File: src/rtl/evn_err_latch.sv
module evn_err_latch #(
  parameter int unsigned N_CRATE = 9,
  parameter int unsigned EVN_W   = 32,
  parameter int unsigned HW_W    = 8,
  parameter int unsigned SER_W   = 16
) (
  input  logic                          clk_i,
  input  logic                          rst_ni,
  input  logic                          run_start_i,
  input  logic                          err_clr_i,
  input  logic                          done_i,
  input  logic                          timeout_i,
  input  logic [N_CRATE-1:0]            cap_i,
  input  logic [N_CRATE-1:0][HW_W-1:0]  hw_i,
  input  logic [N_CRATE-1:0][SER_W-1:0] ser_i,
  input  logic [EVN_W-1:0]              cur_evn_i,
  output logic                          err_o,
  output logic [N_CRATE-1:0]            mask_o,
  output logic [EVN_W-1:0]              evn_o,
  output logic                          tmo_o,
  output logic                          lock_o
);
  logic [N_CRATE-1:0] mism;
  logic [HW_W-1:0]    exp_hw;
  logic [SER_W-1:0]   exp_ser;

  assign exp_hw  = cur_evn_i[HW_W-1:0];
  assign exp_ser = cur_evn_i[SER_W-1:0];

  for (genvar g = 0; g < N_CRATE; g++) begin : g_cmp
    assign mism[g] = (hw_i[g] != exp_hw) | (ser_i[g] != exp_ser);
  end

  always_ff @(posedge clk_i or negedge rst_ni) begin
    if (!rst_ni) begin
      err_o  <= 1'b0;
      mask_o <= '0;
      evn_o  <= '0;
      tmo_o  <= 1'b0;
      lock_o <= 1'b0;
    end else if (run_start_i) begin
      err_o  <= 1'b0;
      mask_o <= '0;
      evn_o  <= '0;
      tmo_o  <= 1'b0;
      lock_o <= 1'b0;
    end else if (done_i && (|mism)) begin
      err_o  <= 1'b1;
      mask_o <= mism;
      evn_o  <= cur_evn_i;
      tmo_o  <= 1'b0;
      lock_o <= 1'b1;
    end else if (timeout_i) begin
      err_o  <= 1'b1;
      mask_o <= ~cap_i;
      evn_o  <= cur_evn_i;
      tmo_o  <= 1'b1;
      lock_o <= 1'b1;
    end else if (err_clr_i) begin
      err_o  <= 1'b0;
      mask_o <= '0;
      evn_o  <= '0;
      tmo_o  <= 1'b0;
    end
  end
endmodule

File: config.mk
export PLATFORM = sky130hd
export DESIGN_NAME = evn_err_latch
export DESIGN_NICKNAME = d
export VERILOG_FILES = /design/src/rtl/evn_err_latch.sv
export SDC_FILE = /design/constraint.sdc
export NUM_CORES = 1
export LEC_CHECK = 0
export BUFFER_PORTS_ARGS = -buffer_cell sky130_fd_sc_hd__buf_2
export CORE_AREA = 5 5 116 118
export CTS_BUF_LIST = sky130_fd_sc_hd__clkbuf_16
export DETAILED_ROUTE_END_ITERATION = 10
export DIE_AREA = 0 0 121 123
export GPL_TIMING_DRIVEN = 0
export PLACE_DENSITY = 0.72
export SYNTH_ARGS = -nofsm -noshare
export SYNTH_HDL_FRONTEND = slang
export SYNTH_SLANG_ARGS = --single-unit
File: constraint.sdc
create_clock -name clk_i -period 2 [get_ports clk_i]
set_clock_uncertainty 0.15 [all_clocks]
set_input_delay 0.4 -clock clk_i [delete_from_list [all_inputs] [get_ports clk_i]]
set_output_delay 0.4 -clock clk_i [all_outputs]
set_load 0.01 [all_outputs]
==> flow_summary.toml, run 1 <==
[global_routing]
grt_pass1_wl_mm = 30.2
grt-ovfl-total = 0
grt_max_degree = 45
antenna_found_initial = 1
grt_usage_pct = 26.7
grt_pass1_vias = 5540

[min_path]
hold_path.class = "in -> async"

[synth]
synthCells = 499
synth_top_cells_by_area = "dfrtp_1 (25%), xnor2_1 (17%), a221o_1 (7.3%)"
synthDominantCellAreaShare_pct = 25.1
syn_avg_cell_area_sq_um = 8.79
synth-simple-area-share_pct = 26.6
synth_compound_area_share_pct = 18.0
yosys_register_bits = 44
synth_area_leader_cell = "dfrtp_1"
synthMuxAreaShare_pct = 0
yosys_warnings = 0
synthXorXnorAreaFrac_pct = 23.6
netlist_area_sq_um = 4390
yosysUniqueCellTypes = 38
synth_nets = 762
synth-seq-area-share_pct = 25.1
synthAdderAreaFrac_pct = 0
synth_top_family_by_area = "simple AND/OR/NAND/NOR gates"

[setup_path]
start_kind = "input pin"
crit_start = "cur_evn_i[3]"
crit_type = "in -> reg"
worstPathRequired_ps = 2090
worstPathCellList = "buf_4, buf_12, buf_12, xor2_1, nor4_1, nand3_1, nor4_4, nand2_2, buf_6, o41ai_4, buf_6, buf_8, a221o_1"
arrival_ps = 2860
r2r_start = "mask_o[4]"
worstPathMaxFanout = 10
worst_path_max_delay_cell = "nor4_4"
r2r_cells = 3
slowest_delay_ps = 410
endpoint_kind = "flop"

[floorplanning]
die_h_microns = 123
core_area_sq_um = 12400
initial_utilization_pct = 35.5
die_w_microns = 121
rows = 41
dieArea_sq_um = 14900
ios = 307

[place]
io_buffers = 304
hpwl_mm = 15.5
gp_congestion = 0.883

[sta]
fmax_mhz = 360
timing.hold.ws_ps = 116
tightestPinTransition_ps = 994
setup_viol = 44
min_period_ps = 2770
hold_viol_final = 0
max_slew_margin_pct = 33.7
setup_ws_ps = -774
setup_tns_ps = -31340
fin_crit_sh_pct = 139
drv_slew = 0
rsz0062_at_grt = "true"

[cts]
path_clk_slew_ps = 70
clockBufferDepth = 2
htreeDepth = 2
insertion_delay_ps = 290
cts_inserted_buffers = 5
numClockSinks = 44
root_buffer = "clkbuf_16"
cts_tree = "yes"

[status]
violations = "setup timing"
status = "finished with violations"

[route]
wire_per_inst_microns = 20.6
num_vias = 5492
via_per_inst = 5.35
ant_nets = 0
dr.pass1.iters = 4
wl_mm = 21.1
first_iter_violations = 240
drc_errors = 0

[layout]
antenna-diode-count = 0
drive_above_1_share_pct = 52.3
nFillCells = 1094
fin_nets = 1116
syn_to_final_growth_pct = 69.2

[power_and_ir_drop]
p_leak_uw = 0.00357
powerDensity_nw_per_um2 = 447
irDropWorstVdd_uv = 266

[flow_run]
drv_cap = 0
## Yosys cell counts (all sizes together)
cell	n
a21oi	4
or3	16
and2	32
buf	31
nand3	17
inv	11
o22ai	17
clkbuf	7
a221o	32
o21ai	8
o221ai	8
a21o	2
and3	38
nor2	3
o211ai	2
xor2	32
nand2	22
dfrtp	44
nand4	22
nor4	15
a2111oi	3
a31o	1
a211oi	1
nor3	37
xnor2	86
o41ai	1
a221oi	5
o31ai	1
o41a	1
## metal layers
metal / part of all wire (%) / vias to the layer above / track usage [%]
li1: - / 2579 / -
met1: 36 / 2585 / 29.6
met2: 53 / 275 / 50.6
met3: 7.6 / 51 / 5.54
met4: 3.2 / 2 / 8.64
met5: 0.033 / - / 0
## cell usage in the layout, fill, tap and decap left out, types with 6 or more instances in the layout
cell type	instances
buf_2	299
xnor2_1	73
dfrtp_1	44
and3_1	36
buf_4	33
xor2_1	32
and2_1	32
a221o_1	32
nor3_1	25
nand4_1	21
buf_12	21
nand2_1	20
nand3_1	17
buf_6	14
o22ai_1	14
or3_1	13
xnor2_2	12
inv_1	11
nor4_1	11
o21ai_0	8
o221ai_2	8
buf_8	7
nor3_2	7
clkbuf_1	6
## sequential cells by signal, indices dropped and copies added, names as in the netlist
signal / cells
evn_o: 32
err_o: 1
mask_o: 9
lock_o: 1
tmo_o: 1
## what timing repair did
item,4_1_cts,5_1_grt
gates resized for setup,96,29
setup endpoints to repair,44,44
hold buffers,0,0
setup buffers,30,7
pin swaps,50,16
cloned,7,0
## power by group
group	leakage [uW]	internal, uW	switching (uW)	total (uW)
sequential	0.000552	964	40.6	1000
clock	0.0000804	594	382	976
combinational	0.00294	699	634	1330
## through the flow
stage          total power (uW)  area (sq um)  util, %  setup WS (ps)  instances
6_report                   3310          7420     60.0           -774       1026
5_1_grt                    3470          7420     60.0           -917       1026
4_1_cts                    3280          7220     58.4           -718       1019
3_5_place_dp               2130          6230     50.4          -1860        975
3_3_place_gp               2120          6230     50.4          -1910        975
2_1_floorplan              1590          4490        -           -635        499
## area by class of cell
cell class	count	area, sq um	area share, %
plain buffers	37	508	6.85
clock buffers	5	125	1.69
clock inverters	3	46.3	0.624
inverters	11	41.3	0.557
multi-input cells	406	3320	44.8
flip-flops and latches	44	1100	14.8
well taps	172	215	2.90
repair buffers	348	2060	27.7
## kinds of logic (layout without fill, tap and decap cells)
logic type	after synthesis	count (layout)
AO/OA/AOI/OAI	86	86
AND/OR/NAND/NOR	202	202
XOR/XNOR	118	118
flip-flops	44	44
buffers and inverters	49	404
## path summary, 6_finish.rpt
| kind | to | slack [ps] |
|---|---|---|
| min | evn_o[29] | 120 |
| max in group asynchronous | mask_o[8] | 960 |
| min in group clk_i | mask_o[5] | 170 |
| max reg2reg | mask_o[4] | 970 |
| min reg2reg | evn_o[30] | 360 |
| max | evn_o[6] | -770 |
## worst max-delay path, delay by kind of cell
kind            cells  cell delay (ps)
xor+xnor            1              140
compound gates      2              370
simple gates        4             1070
buf+inv             6              870
No activity file was read; power rests on OpenSTA's default activity.
==> run 2: changes to the inputs <==
--- a/config.mk
+++ b/config.mk
@@ -6,12 +6,12 @@
 export NUM_CORES = 1
 export LEC_CHECK = 0
 export BUFFER_PORTS_ARGS = -buffer_cell sky130_fd_sc_hd__buf_2
-export CORE_AREA = 5 5 116 118
+export CORE_AREA = 5 5 145 78
 export CTS_BUF_LIST = sky130_fd_sc_hd__clkbuf_16
 export DETAILED_ROUTE_END_ITERATION = 10
-export DIE_AREA = 0 0 121 123
+export DIE_AREA = 0 0 150 83
 export GPL_TIMING_DRIVEN = 0
-export PLACE_DENSITY = 0.72
+export PLACE_DENSITY = 0.87
 export SYNTH_ARGS = -nofsm -noshare
 export SYNTH_HDL_FRONTEND = slang
 export SYNTH_SLANG_ARGS = --single-unit
==> flow_summary.toml, run 2 (synthesized netlist as in run 1, its figures left out) <==
[power_and_ir_drop]
finalPower_uw = 3250
p_leak_uw = 0.00372
irDropWorstVdd_uv = 289
powerDensity_nw_per_um2 = 428

[sta]
setup_ws_ps = -922
hold_viol_final = 0
tightestPinTransition_ps = 1030
max_slew_margin_pct = 31.6
rsz0062_at_grt = "true"
fmax_mhz = 342
setup_viol = 44
min_period_ps = 2920
setup_tns_ps = -36450
fin_crit_sh_pct = 146
drv_slew = 0

[global_routing]
grt_max_degree = 45
grt_pass1_wl_mm = 32.4
grt_pass1_vias = 5824
antenna_found_initial = 1
grt_usage_pct = 33.7
grt-ovfl-total = 0

[route]
wire_per_inst_microns = 23.1
drc_errors = 0
ant_nets = 0
first_iter_violations = 465
via_per_inst = 5.92
wl_mm = 23.1
num_vias = 5907
dr.pass1.iters = 5

[status]
violations = "setup timing"
status = "finished with violations"

[floorplanning]
core_area_sq_um = 9890
dieArea_sq_um = 12500
initial_utilization_pct = 44.3
die_w_microns = 150
ios = 307
die_h_microns = 83
rows = 26

[place]
place_inst = 943
io_buffers = 304
gp_congestion = 0.904
hpwl_mm = 16.0
post-place-ws_ps = -1550

[min_path]
hold_path.class = "in -> async"

[flow_run]
drv_cap = 0

[cts]
cts_inserted_buffers = 5
path_clk_slew_ps = 70
clockBufferDepth = 2
numClockSinks = 44
insertion_delay_ps = 290
root_buffer = "clkbuf_16"
cts_tree = "yes"
ctsHoldBuffers = 0
htreeDepth = 2

[setup_path]
arrival_ps = 2990
r2r_slack_ps = 930
endpoint_kind = "flop"
crit_type = "in -> reg"
r2r_cells = 1
worstPathRequired_ps = 2070
r2r_start = "evn_o[18]"
worstPathMaxFanout = 6
start_kind = "input pin"
r2r-end = "evn_o[18]"

[layout]
final_util_pct = 76.7
syn_to_final_growth_pct = 73.0
final_common_cell = "buf_2"
drive_above_1_share_pct = 55.5
fin_nets = 1119
top_regs = "evn_o (32), mask_o (9)"
largest_reg_flops = 32
stdcell_count = 997
mostFrequentLayoutCells = "buf_2 (297), xnor2_1 (67), dfrtp_1 (44)"
top_register = "evn_o"
[run 2: cell count changes in the layout (fill, tap and decap cells not counted), moves of 4 or more]
cell       delta
xnor2_2       +5
buf_8         +4
clkbuf_16     +4
xnor2_1       -6
buf_4         +5
buf_12        -8
nor4_1        -6
[run 2: routing by layer]
| metal | global-route usage [%] | up-vias | wire [microns] |
|---|---|---|---|
| met5 | 0 | - | 0 |
| met4 | 7.05 | 0 | 689 |
| met3 | 8.60 | 71 | 2720 |
| met2 | 56.4 | 423 | 10700 |
| met1 | 44.1 | 2840 | 8930 |
| li1 | - | 2573 | - |
[run 2: area by class of cell]
class,instances,area [sq um]
Timing Repair Buffer,352,2140
Clock buffer,5,125
Antenna cell,1,2.50
Fill cell,705,2300
Clock inverter,2,12.5
Inverter,11,41.3
Sequential cell,44,1100
Multi-Input combinational cell,406,3510
Buffer,36,478
Tap cell,140,175
[run 2: what timing repair did]
action | 4_1_cts | 5_1_grt
endpoints found under the setup margin | 44 | 44
hold endpoints to repair | 0 | 0
resized for setup | 128 | 34
pin swaps | 77 | 27
gates cloned | 6 | 4
buffers inserted | 24 | 15
[run 2: power breakdown]
part           switching [uW]  total (uW)  internal [uW]
combinational             688        1410            725
clock                     370         824            455
sequential               47.3        1010            964
[run 2: metrics by stage]
step / area, sq um / hold WS, ps
final: 7590 / 121
after global routing: 7590 / 193
after CTS: 7220 / 157
after detailed placement: 6190 / 349
after global placement: 6190 / 341
after floorplan: 4490 / -45.6
[run 2: critical path, stage by stage]
cell     delay (ps)
buf_4           140
buf_12          150
buf_4           140
xnor2_2         160
nand4_1         160
nor4_4          410
nand3_2         160
or3_4           450
o41ai_4         340
buf_6           190
buf_6           120
a221o_1         170
[run 2: worst max path at each step]
stage / cells past startpoint / endpoint / slack [ps] / from
2_1_floorplan: 10 / evn_o[12] / -630 / cur_evn_i[1]
3_3_place_gp: 12 / evn_o[5] / -1550 / cur_evn_i[5]
3_5_place_dp: 11 / evn_o[2] / -1550 / cur_evn_i[1]
4_1_cts: 12 / evn_o[13] / -780 / cur_evn_i[1]
5_1_grt: 12 / evn_o[18] / -990 / cur_evn_i[3]
6_report: 12 / evn_o[18] / -920 / cur_evn_i[3]
